===== config.mk =====
export PLATFORM = sky130hd
export DESIGN_NAME = ideStrobeTimer
export DESIGN_NICKNAME = d
export VERILOG_FILES = /design/src/rtl/ideTimPkg.sv /design/src/rtl/ideTimDatapath.sv /design/src/rtl/ideTimControl.sv /design/src/rtl/ideStrobeTimer.sv
export SDC_FILE = /design/constraint.sdc
export NUM_CORES = 1
export LEC_CHECK = 0
export BUFFER_PORTS_ARGS = -buffer_cell sky130_fd_sc_hd__buf_2
export CAP_MARGIN = 15
export CORE_AREA = 4 4 45 51
export DETAILED_ROUTE_END_ITERATION = 7
export DIE_AREA = 0 0 49 55
export GPL_ROUTABILITY_DRIVEN = 0
export GPL_TIMING_DRIVEN = 1
export PLACE_DENSITY = 0.71
export SKIP_CTS_REPAIR_TIMING = 1
export SLEW_MARGIN = 20
export SYNTH_ARGS = -nofsm -noshare
export SYNTH_HDL_FRONTEND = slang
export SYNTH_SLANG_ARGS = --single-unit

===== constraint.sdc =====
create_clock -name clk -period 2.26 [get_ports clk]
set_clock_uncertainty 0.15 [all_clocks]
set_input_delay 0.113 -clock clk [delete_from_list [all_inputs] [get_ports clk]]
set_output_delay 0.113 -clock clk [all_outputs]
set_load 0.005 [all_outputs]

===== src/rtl/ideTimPkg.sv =====
package ideTimPkg;
  localparam int CNT_W   = 4;
  localparam int SPEED_W = 3;
  localparam logic [CNT_W-1:0] SLOW_SEL = 4'd11;
  localparam logic [CNT_W-1:0] SLOW_DLY = 4'd4;

  typedef struct packed {
    logic startAcc;
    logic countEn;
  } ctlStrobes_t;

  typedef struct packed {
    logic [CNT_W-1:0] selLen;
    logic [CNT_W-1:0] strobeDly;
  } timing_t;

  function automatic timing_t lookupTiming(input logic [SPEED_W-1:0] code);
    timing_t t;
    case (code)
      3'd0:    begin t.selLen = 4'd7;  t.strobeDly = 4'd2; end
      3'd1:    begin t.selLen = 4'd9;  t.strobeDly = 4'd3; end
      3'd2:    begin t.selLen = 4'd11; t.strobeDly = 4'd4; end
      3'd3:    begin t.selLen = 4'd5;  t.strobeDly = 4'd1; end
      3'd4:    begin t.selLen = 4'd5;  t.strobeDly = 4'd2; end
      3'd5:    begin t.selLen = 4'd5;  t.strobeDly = 4'd3; end
      3'd6:    begin t.selLen = 4'd15; t.strobeDly = 4'd4; end
      default: begin t.selLen = 4'd5;  t.strobeDly = 4'd1; end
    endcase
    return t;
  endfunction
endpackage


===== src/rtl/ideTimDatapath.sv =====
module ideTimDatapath
  import ideTimPkg::*;
#(
  parameter int DATA_W = 8
) (
  input  logic              clk,
  input  logic              rstN,
  input  logic              cfgWrite,
  input  logic [DATA_W-1:0] cfgData,
  input  logic              reqSlow,
  input  ctlStrobes_t       ctl,
  output logic              lastCycle,
  output logic              strobeZone
);
  localparam int CODE_MSB = DATA_W - 1;

  logic [SPEED_W-1:0] speedQ;
  logic [CNT_W-1:0]   selLenQ;
  logic [CNT_W-1:0]   dlyQ;
  logic [CNT_W-1:0]   cnt;
  timing_t            nextTiming;

  always_comb begin
    if (reqSlow) begin
      nextTiming.selLen    = SLOW_SEL;
      nextTiming.strobeDly = SLOW_DLY;
    end else begin
      nextTiming = lookupTiming(speedQ);
    end
  end

  always_ff @(posedge clk or negedge rstN) begin
    if (!rstN) begin
      speedQ <= '0;
    end else if (cfgWrite) begin
      speedQ <= cfgData[CODE_MSB -: SPEED_W];
    end
  end

  always_ff @(posedge clk or negedge rstN) begin
    if (!rstN) begin
      selLenQ <= '0;
      dlyQ    <= '0;
      cnt     <= '0;
    end else if (ctl.startAcc) begin
      selLenQ <= nextTiming.selLen;
      dlyQ    <= nextTiming.strobeDly;
      cnt     <= '0;
    end else if (ctl.countEn) begin
      cnt <= cnt + 1'b1;
    end else begin
      cnt <= '0;
    end
  end

  assign lastCycle  = (cnt == selLenQ - 1'b1);
  assign strobeZone = (cnt >= dlyQ);

  AST_CNT_BOUND: assert property (@(posedge clk) disable iff (!rstN)
    ctl.countEn |-> (cnt < selLenQ));
  AST_SLOW_TIMING: assert property (@(posedge clk) disable iff (!rstN)
    (ctl.startAcc && reqSlow) |=> (selLenQ == SLOW_SEL && dlyQ == SLOW_DLY));
  AST_LATCH_STABLE: assert property (@(posedge clk) disable iff (!rstN)
    (ctl.countEn && $past(ctl.countEn)) |-> ($stable(selLenQ) && $stable(dlyQ)));
endmodule


===== src/rtl/ideTimControl.sv =====
module ideTimControl
  import ideTimPkg::*;
(
  input  logic        clk,
  input  logic        rstN,
  input  logic        reqValid,
  input  logic        reqWrite,
  input  logic        lastCycle,
  input  logic        strobeZone,
  output ctlStrobes_t ctl,
  output logic        selN,
  output logic        iorN,
  output logic        iowN,
  output logic        done
);
  typedef enum logic [1:0] {ST_IDLE, ST_ACTIVE, ST_FIN} state_t;

  state_t stateQ;
  logic   writeQ;
  logic   strobeOn;

  assign ctl.startAcc = (stateQ == ST_IDLE) && reqValid;
  assign ctl.countEn  = (stateQ == ST_ACTIVE);

  always_ff @(posedge clk or negedge rstN) begin
    if (!rstN) begin
      stateQ <= ST_IDLE;
      writeQ <= 1'b0;
    end else begin
      case (stateQ)
        ST_IDLE: if (ctl.startAcc) begin
          stateQ <= ST_ACTIVE;
          writeQ <= reqWrite;
        end
        ST_ACTIVE: if (lastCycle) stateQ <= ST_FIN;
        default: stateQ <= ST_IDLE;
      endcase
    end
  end

  assign strobeOn = (stateQ == ST_ACTIVE) && strobeZone;
  assign selN = !(stateQ == ST_ACTIVE);
  assign iorN = !(strobeOn && !writeQ);
  assign iowN = !(strobeOn && writeQ);
  assign done = (stateQ == ST_FIN);

  AST_ONE_STROBE: assert property (@(posedge clk) disable iff (!rstN)
    !(!iorN && !iowN));
  AST_STROBE_IN_SELECT: assert property (@(posedge clk) disable iff (!rstN)
    (!iorN || !iowN) |-> !selN);
  AST_DONE_SINGLE: assert property (@(posedge clk) disable iff (!rstN)
    done |=> !done);
  AST_DONE_AFTER_SELECT: assert property (@(posedge clk) disable iff (!rstN)
    $rose(selN) |-> done);
  AST_BUSY_NO_START: assert property (@(posedge clk) disable iff (!rstN)
    done |=> selN);
endmodule


===== src/rtl/ideStrobeTimer.sv =====
module ideStrobeTimer
  import ideTimPkg::*;
#(
  parameter int DATA_W = 8
) (
  input  logic              clk,
  input  logic              rstN,
  input  logic              reqValid,
  input  logic              reqWrite,
  input  logic              reqSlow,
  input  logic              cfgWrite,
  input  logic [DATA_W-1:0] cfgData,
  output logic              selN,
  output logic              iorN,
  output logic              iowN,
  output logic              done
);
  ctlStrobes_t ctl;
  logic        lastCycle;
  logic        strobeZone;

  ideTimControl u_ctl (
    .clk(clk), .rstN(rstN), .reqValid(reqValid), .reqWrite(reqWrite),
    .lastCycle(lastCycle), .strobeZone(strobeZone), .ctl(ctl),
    .selN(selN), .iorN(iorN), .iowN(iowN), .done(done)
  );

  ideTimDatapath #(.DATA_W(DATA_W)) u_dp (
    .clk(clk), .rstN(rstN), .cfgWrite(cfgWrite), .cfgData(cfgData),
    .reqSlow(reqSlow), .ctl(ctl), .lastCycle(lastCycle), .strobeZone(strobeZone)
  );
endmodule


==> results.txt, run 1 <==
----------------------------------------------------
[Run status]
  Run status ... completed

[Power and ir drop]
  Clock network fraction of total power ... 13.9%
  Maximum vdd drop ... 464 uV
  Power dissipated by switching net loads ... 432 uW
  Net switching fraction of the power ... 37.9%
  Int Pwr ... 706 uW
  LEAKAGE ... 0.000500 uW
  Combinational share of power ... 41.8%
  Pwr dens ... 1070 nW/um^2
  Sequential cell fraction of total power ... 44.2%

[STA]
  Slew at the pin with the worst max-slew slack ... 0.388 ns
  Slew Limit Fails ... 0
  Unrepaired setup endpoints after global routing ... no
  Relative slew slack ... 74.1%
  Shortest clock period the worst path allows after layout ... 2.12 ns
  Setup Viol. Count Final ... 0
  Share of the clock period used by the worst path after layout ... 93.6%
  Worst Slack Setup Final ... 0.144 ns
  Achievable Freq ... 473 MHz
  Final hold viol count ... 0
  Setup tns final ... 0 ns

[Layout]
  Fillers ... 159
  Number of inserted diodes ... 0
  Syn-to-layout area delta ... 22.8%
  Commonest non-fill, non-tap cells in the layout ... sky130_fd_sc_hd__dfrtp_1, sky130_fd_sc_hd__buf_2, sky130_fd_sc_hd__nor2_1
  Share of cells above drive strength 1 ... 20.0%
  Leading cell type in the layout, fill and taps excluded ... sky130_fd_sc_hd__dfrtp_1
  Number of nets in the layout ... 130
  Layout Cell Area excl Fill ... 1060 sq um
  Utilization after layout ... 60.2%

[Worst setup path]
  Endpoint of the worst register-to-register path ... u_ctl.stateQ[0]$_DFFE_PN0P_
  Flop2flop setup slack ... 0.69 ns
  Peak fanout along the critical path ... 5
  Data arrival time of the critical path ... 1.85 ns
  Kind of critical path ... reg2out
  Startpoint Class ... register
  Worst-path cell chain ... inv_1, ha_1, nand2b_1, a21o_1, a211o_1, nand4b_1, buf_2
  Slowest stage cell, crit path ... sky130_fd_sc_hd__dfrtp_2
  Crit path buf inv count ... 2
  Top cell family by delay on the critical path ... compound AO/OA/AOI/OAI gates
  Critical Path Sink Type ... output port
  Slowest Stage Delay on Critical Path ... 0.42 ns
  Number of cell instances on the worst register-to-register path ... 6
  Reg-to-reg critical path startpoint ... u_dp.selLenQ[0]$_DFFE_PN0P_
  Critical path required time ... 2.00 ns

[Logic synthesis]
  Xor/xnor cell area share of the yosys netlist ... 9.13%
  Net count after synthesis ... 105
  Synthesized area per cell ... 10.0 sq um
  Largest family of logic cells by synthesized area ... simple AND/OR/NAND/NOR gates
  Yosys top cell area share ... 49.3%
  Synth area leaders ... sky130_fd_sc_hd__dfrtp_1, sky130_fd_sc_hd__ha_1, sky130_fd_sc_hd__xnor2_1
  Post-synthesis mux area share ... 2.61%
  Post-synthesis sequential area ratio ... 49.3%
  Summed instance area of the synthesized netlist ... 863 sq um
  Post-synthesis register bit count ... 17
  Top cell type by total area after synthesis ... sky130_fd_sc_hd__dfrtp_1
  Area fraction in and, or, nand and nor cells after synthesis ... 17.8%
  Area fraction in compound gates after synthesis ... 10.0%
  Gate Count Post-Synth ... 86
  Synth Area in Adders ... 7.25%
  Post-synth cell types ... 26
  Synthesis Warnings ... 0

[Job]
  Max cap viols ... 0

[Placed design]
  Detailed Place HPWL ... 1140 um
  Buffers added on ports ... 12
  Worst slack, placed ... 0.417 ns
  Placed inst area ... 942 sq um

[Clocking]
  Number of clock sinks ... 17
  Clock tree from TritonCTS ... yes
  Clk buf depth ... 2
  Clock root buffer master ... sky130_fd_sc_hd__clkbuf_4
  Level count of the clock H-tree ... 1
  Clock latency on the worst-skew pair ... 0.28 ns
  Clock edge transition at the registers on the reported setup and hold paths ... 0.10 ns
  Number of buffers inserted during clock tree synthesis ... 3

[Floorplanning]
  Width of the die ... 49 um
  Placement row count ... 16
  Core area ... 1760 sq um
  Full die area ... 2700 sq um
  Die H ... 55 um
  # IOs ... 18
  Initial cell density of the core ... 49.0%

[GRT]
  Maximum number of pins on one net before global-route repair ... 18
  Vias in the first global route ... 579
  GRT overflow ... 0
  Antenna violations before repair ... 0
  GRT Total Usage ... 13.0%
  Global-route wire length before repair ... 2620 um

[Detailed routing]
  Pre-antenna DRT Iters ... 4
  Total via count after detailed routing ... 645
  Number of routed nets with antenna violations ... 0
  Initial drt markers ... 14
  DRC Markers ... 0
  Via density per instance ... 5.04
  Routed wirelength normalized by instance count ... 12.6 um
  Detailed Route WL ... 1610 um

[Worst hold path]
  Hold path start ... reqValid
  Worst Hold Path EP ... u_dp.selLenQ[0]$_DFFE_PN0P_
  Hold Path Cell Cnt ... 3
  Classification of the worst-slack hold path ... in2reg

----------------------------------------------------
==> stage by stage <==
step / power (uW) / cells / hold slack [ns]
floorplan: 840 / 86 / -0.333
global placement: 948 / 115 / -0.0974
detailed placement: 969 / 115 / -0.0977
CTS: 1130 / 119 / -0.407
global route: 1250 / 128 / 0.0498
finish: 1140 / 128 / 0.0208
==> logic make-up (layout without fill, tap and decap cells) <==
logic type	Yosys count	after routing
AND/OR/NAND/NOR	31	31
flip-flops	17	17
AO/OA/AOI/OAI	13	13
XOR/XNOR	9	9
multiplexers	2	2
adder cells (fa/ha/maj)	5	5
buffers and inverters	9	33
==> per-layer routing <==
metal	vias to the layer above	global-route usage (%)	wire [um]	share of wire [%]
met4	0	5.38	10	0.62
met3	2	3.75	70	4.3
li1	333	-	-	-
met1	300	16.0	740	46
met2	10	21.7	792	49
met5	-	0	0	0
==> worst register-to-register path, cell delays in order, from the launching register on <==
cell	delay, ns
sky130_fd_sc_hd__dfrtp_1	0.42
sky130_fd_sc_hd__inv_1	0.07
sky130_fd_sc_hd__ha_1	0.31
sky130_fd_sc_hd__xor2_1	0.14
sky130_fd_sc_hd__nand2_1	0.09
sky130_fd_sc_hd__nor3_1	0.20
sky130_fd_sc_hd__o21ai_1	0.08
==> area by class of cell <==
class | instances | area [sq um] | share of cell area (%)
Clock buffer | 4 | 26.3 | 2.48
Inverter | 8 | 30.0 | 2.83
Multi-Input combinational cell | 60 | 404 | 38.1
Sequential cell | 17 | 427 | 40.3
Tap cell | 18 | 22.5 | 2.13
Timing Repair Buffer | 21 | 150 | 14.2
==> sequential cells by signal, summed over array words and instances (netlist names) <==
register	flops
u_ctl.stateQ	2
u_ctl.writeQ	1
u_dp.cnt	4
u_dp.dlyQ	3
u_dp.selLenQ	4
u_dp.speedQ	3
==> Yosys cell counts (all sizes together) <==
| cell | instances |
|---|---|
| nor2b | 1 |
| nand4b | 1 |
| a211o | 1 |
| inv | 8 |
| a21oi | 1 |
| nor2 | 11 |
| or3 | 1 |
| mux2 | 2 |
| a2111oi | 1 |
| dfrtp | 17 |
| o21ai | 7 |
| nand2b | 2 |
| xor2 | 3 |
| nor3 | 2 |
| nor4 | 1 |
| clkbuf | 1 |
| nand3 | 1 |
| xnor2 | 6 |
| nand2 | 10 |
| ha | 5 |
| a21o | 1 |
| and2 | 1 |
| o31ai | 2 |
==> worst max path at each step <==
stage	start	to	slack [ns]	depth (start not counted)
CTS	u_dp.cnt[0]$_DFF_PN0_	iowN	0.09	7
floorplan	u_dp.cnt[0]$_DFF_PN0_	iowN	0.60	6
finish	u_dp.cnt[0]$_DFF_PN0_	iowN	0.14	7
global placement	u_dp.cnt[0]$_DFF_PN0_	iowN	0.42	7
detailed placement	u_dp.cnt[0]$_DFF_PN0_	iowN	0.42	7
global route	u_dp.cnt[0]$_DFF_PN0_	iowN	0.02	7
==> power by group through the flow <==
stage	sequential, uW	clock (uW)	combinational [uW]
finish	503	159	476
global route	521	179	551
CTS	501	161	468
detailed placement	507	0	462
global placement	504	0	444
floorplan	482	0	358
No activity file was read; power rests on OpenSTA's default activity.
==> inputs of run 2 (changes only) <==
--- a/config.mk
+++ b/config.mk
@@ -7,12 +7,12 @@
 export LEC_CHECK = 0
 export BUFFER_PORTS_ARGS = -buffer_cell sky130_fd_sc_hd__buf_2
 export CAP_MARGIN = 15
-export CORE_AREA = 4 4 45 51
+export CORE_AREA = 4 4 44 50
 export DETAILED_ROUTE_END_ITERATION = 7
-export DIE_AREA = 0 0 49 55
+export DIE_AREA = 0 0 48 54
 export GPL_ROUTABILITY_DRIVEN = 0
 export GPL_TIMING_DRIVEN = 1
-export PLACE_DENSITY = 0.71
+export PLACE_DENSITY = 0.74
 export SKIP_CTS_REPAIR_TIMING = 1
 export SLEW_MARGIN = 20
 export SYNTH_ARGS = -nofsm -noshare
==> results.txt, run 2 (synthesis gave the netlist of run 1 again) <==
----------------------------------------------------
[Run status]
  Run status ... completed

[Worst hold path]
  Classification of the worst-slack hold path ... in2reg
  Hold Path Cell Cnt ... 3
  Hold path start ... reqValid

[STA]
  Share of the clock period used by the worst path after layout ... 94.0%
  Unrepaired setup endpoints after global routing ... no
  Relative slew slack ... 75.4%
  Final hold viol count ... 0
  Achievable Freq ... 471 MHz
  Setup tns final ... 0 ns
  Slew at the pin with the worst max-slew slack ... 0.368 ns
  Shortest clock period the worst path allows after layout ... 2.12 ns
  Worst Slack Setup Final ... 0.136 ns
  Setup Viol. Count Final ... 0
  Slew Limit Fails ... 0

[Worst setup path]
  Peak fanout along the critical path ... 5
  Critical path required time ... 2.00 ns
  Data arrival time of the critical path ... 1.86 ns
  Reg-to-reg critical path startpoint ... u_dp.selLenQ[0]$_DFFE_PN0P_
  Beginning of the critical path ... u_dp.cnt[0]$_DFF_PN0_
  Flop2flop setup slack ... 0.71 ns
  Critical Path Sink Type ... output port
  Number of cell instances on the worst register-to-register path ... 6
  Kind of critical path ... reg2out
  Startpoint Class ... register

[Power and ir drop]
  Power, Total ... 1140 uW
  Net switching fraction of the power ... 38.0%
  Sequential cell fraction of total power ... 43.8%
  LEAKAGE ... 0.000503 uW
  Clock network fraction of total power ... 14.2%
  Int Pwr ... 707 uW
  Maximum vdd drop ... 510 uV
  Combinational share of power ... 42.0%
  Power dissipated by switching net loads ... 434 uW
  Pwr dens ... 1070 nW/um^2

[Layout]
  Utilization after layout ... 62.1%
  Number of inserted diodes ... 0
  Fillers ... 148
  Number of nets in the layout ... 131
  Leading registers by flop count ... u_dp.cnt (4), u_dp.selLenQ (4)
  Layout Cells excl Fill ... 129
  Share of cells above drive strength 1 ... 19.8%
  Commonest non-fill, non-tap cells in the layout ... sky130_fd_sc_hd__dfrtp_1, sky130_fd_sc_hd__buf_2, sky130_fd_sc_hd__nor2_1
  Syn-to-layout area delta ... 23.9%
  Leading cell type in the layout, fill and taps excluded ... sky130_fd_sc_hd__dfrtp_1

[Floorplanning]
  Width of the die ... 48 um
  Die H ... 54 um
  Full die area ... 2590 sq um
  Initial cell density of the core ... 50.1%
  Placement row count ... 16
  # IOs ... 18
  Core area ... 1720 sq um

[Clocking]
  Level count of the clock H-tree ... 1
  Clock edge transition at the registers on the reported setup and hold paths ... 0.09 ns
  Clock latency on the worst-skew pair ... 0.29 ns
  Number of clock sinks ... 17
  Number of buffers inserted during clock tree synthesis ... 3
  Clock tree from TritonCTS ... yes
  Clk buf depth ... 2
  Clock root buffer master ... sky130_fd_sc_hd__clkbuf_4

[Detailed routing]
  Initial drt markers ... 8
  Number of routed nets with antenna violations ... 0
  Via density per instance ... 5.12
  Routed wirelength normalized by instance count ... 12.5 um
  Pre-antenna DRT Iters ... 2
  DRC Markers ... 0
  Total via count after detailed routing ... 661
  Detailed Route WL ... 1610 um

[Placed design]
  Dpl cells ... 115
  Buffers added on ports ... 12
  Worst slack, placed ... 0.420 ns
  Detailed Place HPWL ... 1200 um

[GRT]
  Vias in the first global route ... 608
  GRT overflow ... 0
  GRT Total Usage ... 15.2%
  Antenna violations before repair ... 0
  Maximum number of pins on one net before global-route repair ... 18
  Global-route wire length before repair ... 2630 um

[Job]
  Max cap viols ... 0

----------------------------------------------------
-- run 2: changes by cell type in the layout (fill, tap and decap cells not counted) --
cell | before | now
sky130_fd_sc_hd__dlygate4sd3_1 | 9 | 10
-- run 2: layer usage --
layer | track usage [%] | routed length (um) | vias to the layer above
met5 | 0 | 0 | -
met2 | 24.2 | 838 | 12
met4 | 10.8 | 49 | 0
met3 | 3.01 | 61 | 5
met1 | 17.5 | 665 | 309
li1 | - | - | 335
-- run 2: layout make-up --
cell class	instances	area (sq um)	share of cell area (%)
Sequential cell	17	427	39.9
Multi-Input combinational cell	60	404	37.8
Timing Repair Buffer	22	160	15.0
Inverter	8	30.0	2.81
Clock buffer	4	26.3	2.46
Tap cell	18	22.5	2.11
-- run 2: worst max-delay path, cell delays in order (launching register included) --
cell and delay (ns):
sky130_fd_sc_hd__dfrtp_2 0.42, sky130_fd_sc_hd__inv_1 0.06, sky130_fd_sc_hd__ha_1 0.28, sky130_fd_sc_hd__nand2b_1 0.14
sky130_fd_sc_hd__a21o_1 0.17, sky130_fd_sc_hd__a211o_1 0.31, sky130_fd_sc_hd__nand4b_1 0.09, sky130_fd_sc_hd__buf_2 0.11
-- run 2: worst paths after layout --
path,to
setup / recovery,iowN
hold / removal,u_dp.selLenQ[0]$_DFFE_PN0P_
setup reg to reg,u_ctl.stateQ[0]$_DFFE_PN0P_
hold reg to reg,u_dp.dlyQ[0]$_DFFE_PN0P_
max in group asynchronous,u_dp.cnt[0]$_DFF_PN0_
min in group asynchronous,u_dp.cnt[3]$_DFF_PN0_
-- run 2: power by group through the flow --
| stage | clock [uW] | sequential [uW] | combinational, uW |
|---|---|---|---|
| finish | 162 | 499 | 479 |
| global route | 178 | 520 | 559 |
| CTS | 171 | 500 | 471 |
| detailed placement | 0 | 506 | 465 |
| global placement | 0 | 504 | 443 |
| floorplan | 0 | 482 | 358 |
-- run 2: through the flow --
stage	hold slack, ns	cell area (sq um)
floorplan	-0.333	863
global placement	-0.101	942
detailed placement	-0.0979	942
CTS	-0.429	968
global route	0.0622	1070
finish	0.0167	1070
==> inputs of run 3 (changes only) <==
--- a/config.mk
+++ b/config.mk
@@ -7,9 +7,9 @@
 export LEC_CHECK = 0
 export BUFFER_PORTS_ARGS = -buffer_cell sky130_fd_sc_hd__buf_2
 export CAP_MARGIN = 15
-export CORE_AREA = 4 4 44 50
+export CORE_AREA = 4 4 46 48
 export DETAILED_ROUTE_END_ITERATION = 7
-export DIE_AREA = 0 0 48 54
+export DIE_AREA = 0 0 50 52
 export GPL_ROUTABILITY_DRIVEN = 0
 export GPL_TIMING_DRIVEN = 1
 export PLACE_DENSITY = 0.74
==> constraint.sdc (replaced) <==
create_clock -name clk -period 2.26 [get_ports clk]
set_clock_uncertainty 0.15 [all_clocks]
set_input_delay 0.113 -clock clk [delete_from_list [all_inputs] [get_ports clk]]
set_output_delay 0.113 -clock clk [all_outputs]
set_load 0.02 [all_outputs]
==> results.txt, run 3 (synthesis gave the netlist of run 1 again) <==
----------------------------------------------------
[Clocking]
  Level count of the clock H-tree ... 1
  Clock latency on the worst-skew pair ... 0.29 ns
  Number of buffers inserted during clock tree synthesis ... 3
  Clock root buffer master ... sky130_fd_sc_hd__clkbuf_4
  Clock tree from TritonCTS ... yes
  Clock edge transition at the registers on the reported setup and hold paths ... 0.09 ns
  Number of clock sinks ... 17
  Clk buf depth ... 2

[Worst setup path]
  Critical Path Sink Type ... output port
  Worst-path cell chain ... inv_1, ha_1, nand2b_1, a21o_1, a211o_1, nand4b_1, buf_2
  Peak fanout along the critical path ... 2
  Number of cell instances on the worst register-to-register path ... 6
  Levels on crit path ... 7
  Critical path required time ... 2.00 ns
  Top cell family by delay on the critical path ... compound AO/OA/AOI/OAI gates
  Data arrival time of the critical path ... 1.85 ns
  Kind of critical path ... reg2out
  Slowest Stage Delay on Critical Path ... 0.38 ns
  Slowest stage cell, crit path ... sky130_fd_sc_hd__dfrtp_2
  Startpoint Class ... register
  Crit path buf inv count ... 2

[Power and ir drop]
  Pwr dens ... 1110 nW/um^2
  Combinational share of power ... 45.3%
  Power dissipated by switching net loads ... 482 uW
  Net switching fraction of the power ... 40.2%
  Clock network fraction of total power ... 13.5%
  Sequential cell fraction of total power ... 41.2%
  LEAKAGE ... 0.000505 uW
  Maximum vdd drop ... 522 uV
  Int Pwr ... 718 uW

[Detailed routing]
  Number of routed nets with antenna violations ... 0
  Via density per instance ... 4.98
  Total via count after detailed routing ... 677
  Initial drt markers ... 14
  Pre-antenna DRT Iters ... 4
  Detailed Route WL ... 1610 um
  Routed wirelength normalized by instance count ... 11.8 um
  DRC Markers ... 0

[Floorplanning]
  Die H ... 52 um
  Full die area ... 2600 sq um
  Initial cell density of the core ... 50.5%
  Placement row count ... 15
  Core area ... 1710 sq um
  # IOs ... 18
  Width of the die ... 50 um

[Layout]
  Syn-to-layout area delta ... 24.6%
  Share of cells above drive strength 1 ... 20.7%
  Leading cell type in the layout, fill and taps excluded ... sky130_fd_sc_hd__dfrtp_1
  Layout Cell Area excl Fill ... 1080 sq um
  Number of inserted diodes ... 0
  Leading registers by flop count ... u_dp.cnt (4), u_dp.selLenQ (4)
  Layout Cells excl Fill ... 136
  Commonest non-fill, non-tap cells in the layout ... sky130_fd_sc_hd__dfrtp_1, sky130_fd_sc_hd__buf_2, sky130_fd_sc_hd__nor2_1
  Utilization after layout ... 63.0%
  Number of nets in the layout ... 131

[STA]
  Slew Limit Fails ... 0
  Slew at the pin with the worst max-slew slack ... 0.360 ns
  Shortest clock period the worst path allows after layout ... 2.11 ns
  Unrepaired setup endpoints after global routing ... no
  Setup Viol. Count Final ... 0
  Setup tns final ... 0 ns
  Final hold viol count ... 0
  Share of the clock period used by the worst path after layout ... 93.5%
  Achievable Freq ... 473 MHz
  Relative slew slack ... 76.0%

[GRT]
  Global-route wire length before repair ... 2520 um
  Antenna violations before repair ... 0
  GRT Total Usage ... 13.6%
  Maximum number of pins on one net before global-route repair ... 18
  GRT overflow ... 0
  Vias in the first global route ... 629

[Job]
  Max cap viols ... 0

[Worst hold path]
  Hold Path Cell Cnt ... 3
  Classification of the worst-slack hold path ... in2reg

[Placed design]
  Placed inst area ... 951 sq um
  Buffers added on ports ... 12
  Detailed Place HPWL ... 1200 um
  Dpl cells ... 122

[Run status]
  Run status ... completed

----------------------------------------------------
## run 3: changes by cell type in the layout (fill, tap and decap cells not counted)
cell,before,now
sky130_fd_sc_hd__buf_4,0,1
sky130_fd_sc_hd__dlygate4sd3_1,10,9
## run 3: through the flow
stage               hold slack, ns  setup WS, ns  power, uW
floorplan                   -0.333         0.497        882
global placement           -0.0945         0.369        990
detailed placement         -0.0978         0.380       1020
CTS                         -0.422        0.0371       1180
global route                0.0457        0.0342       1310
finish                      0.0207         0.147       1200
## run 3: worst min-delay path: cells and delay by family
kind / cells / cell delay [ns]
buffers and inverters: 1 / 0.09
AND/OR/NAND/NOR: 2 / 0.22
## run 3: path summary, 6_finish.rpt
check	from	endpoint	slack, ns
max	u_dp.cnt[0]$_DFF_PN0_	iowN	0.15
min	reqValid	u_dp.selLenQ[0]$_DFFE_PN0P_	0.02
max reg2reg	u_dp.selLenQ[0]$_DFFE_PN0P_	u_ctl.stateQ[0]$_DFFE_PN0P_	0.67
min reg2reg	u_ctl.writeQ$_DFFE_PN0P_	u_ctl.writeQ$_DFFE_PN0P_	0.37
max in group asynchronous	rstN	u_dp.cnt[0]$_DFF_PN0_	1.58
min in group asynchronous	rstN	u_dp.cnt[2]$_DFF_PN0_	0.10
## run 3: area by class of cell
| cell class | count | area, sq um |
|---|---|---|
| fillers | 132 | 632 |
| flip-flops and latches | 17 | 427 |
| multi-input cells | 60 | 404 |
| repair buffers | 22 | 158 |
| well taps | 25 | 31.3 |
| inverters | 8 | 30.0 |
| clock buffers | 4 | 26.3 |
## run 3: power groups by stage
stage,sequential [uW],combinational [uW],clock [uW]
after floorplan,482,400,0
after CTS,501,515,165
after global placement,503,487,0
final,495,543,161
after detailed placement,507,511,0
after global routing,505,627,178
## run 3: per-layer routing
layer | vias to the layer above | part of all wire (%) | track usage, %
met5 | - | 0 | 0
met4 | 0 | 3.5 | 14.3
met3 | 5 | 4.5 | 3.44
met2 | 19 | 47 | 20.7
met1 | 317 | 45 | 14.9
li1 | 336 | - | -
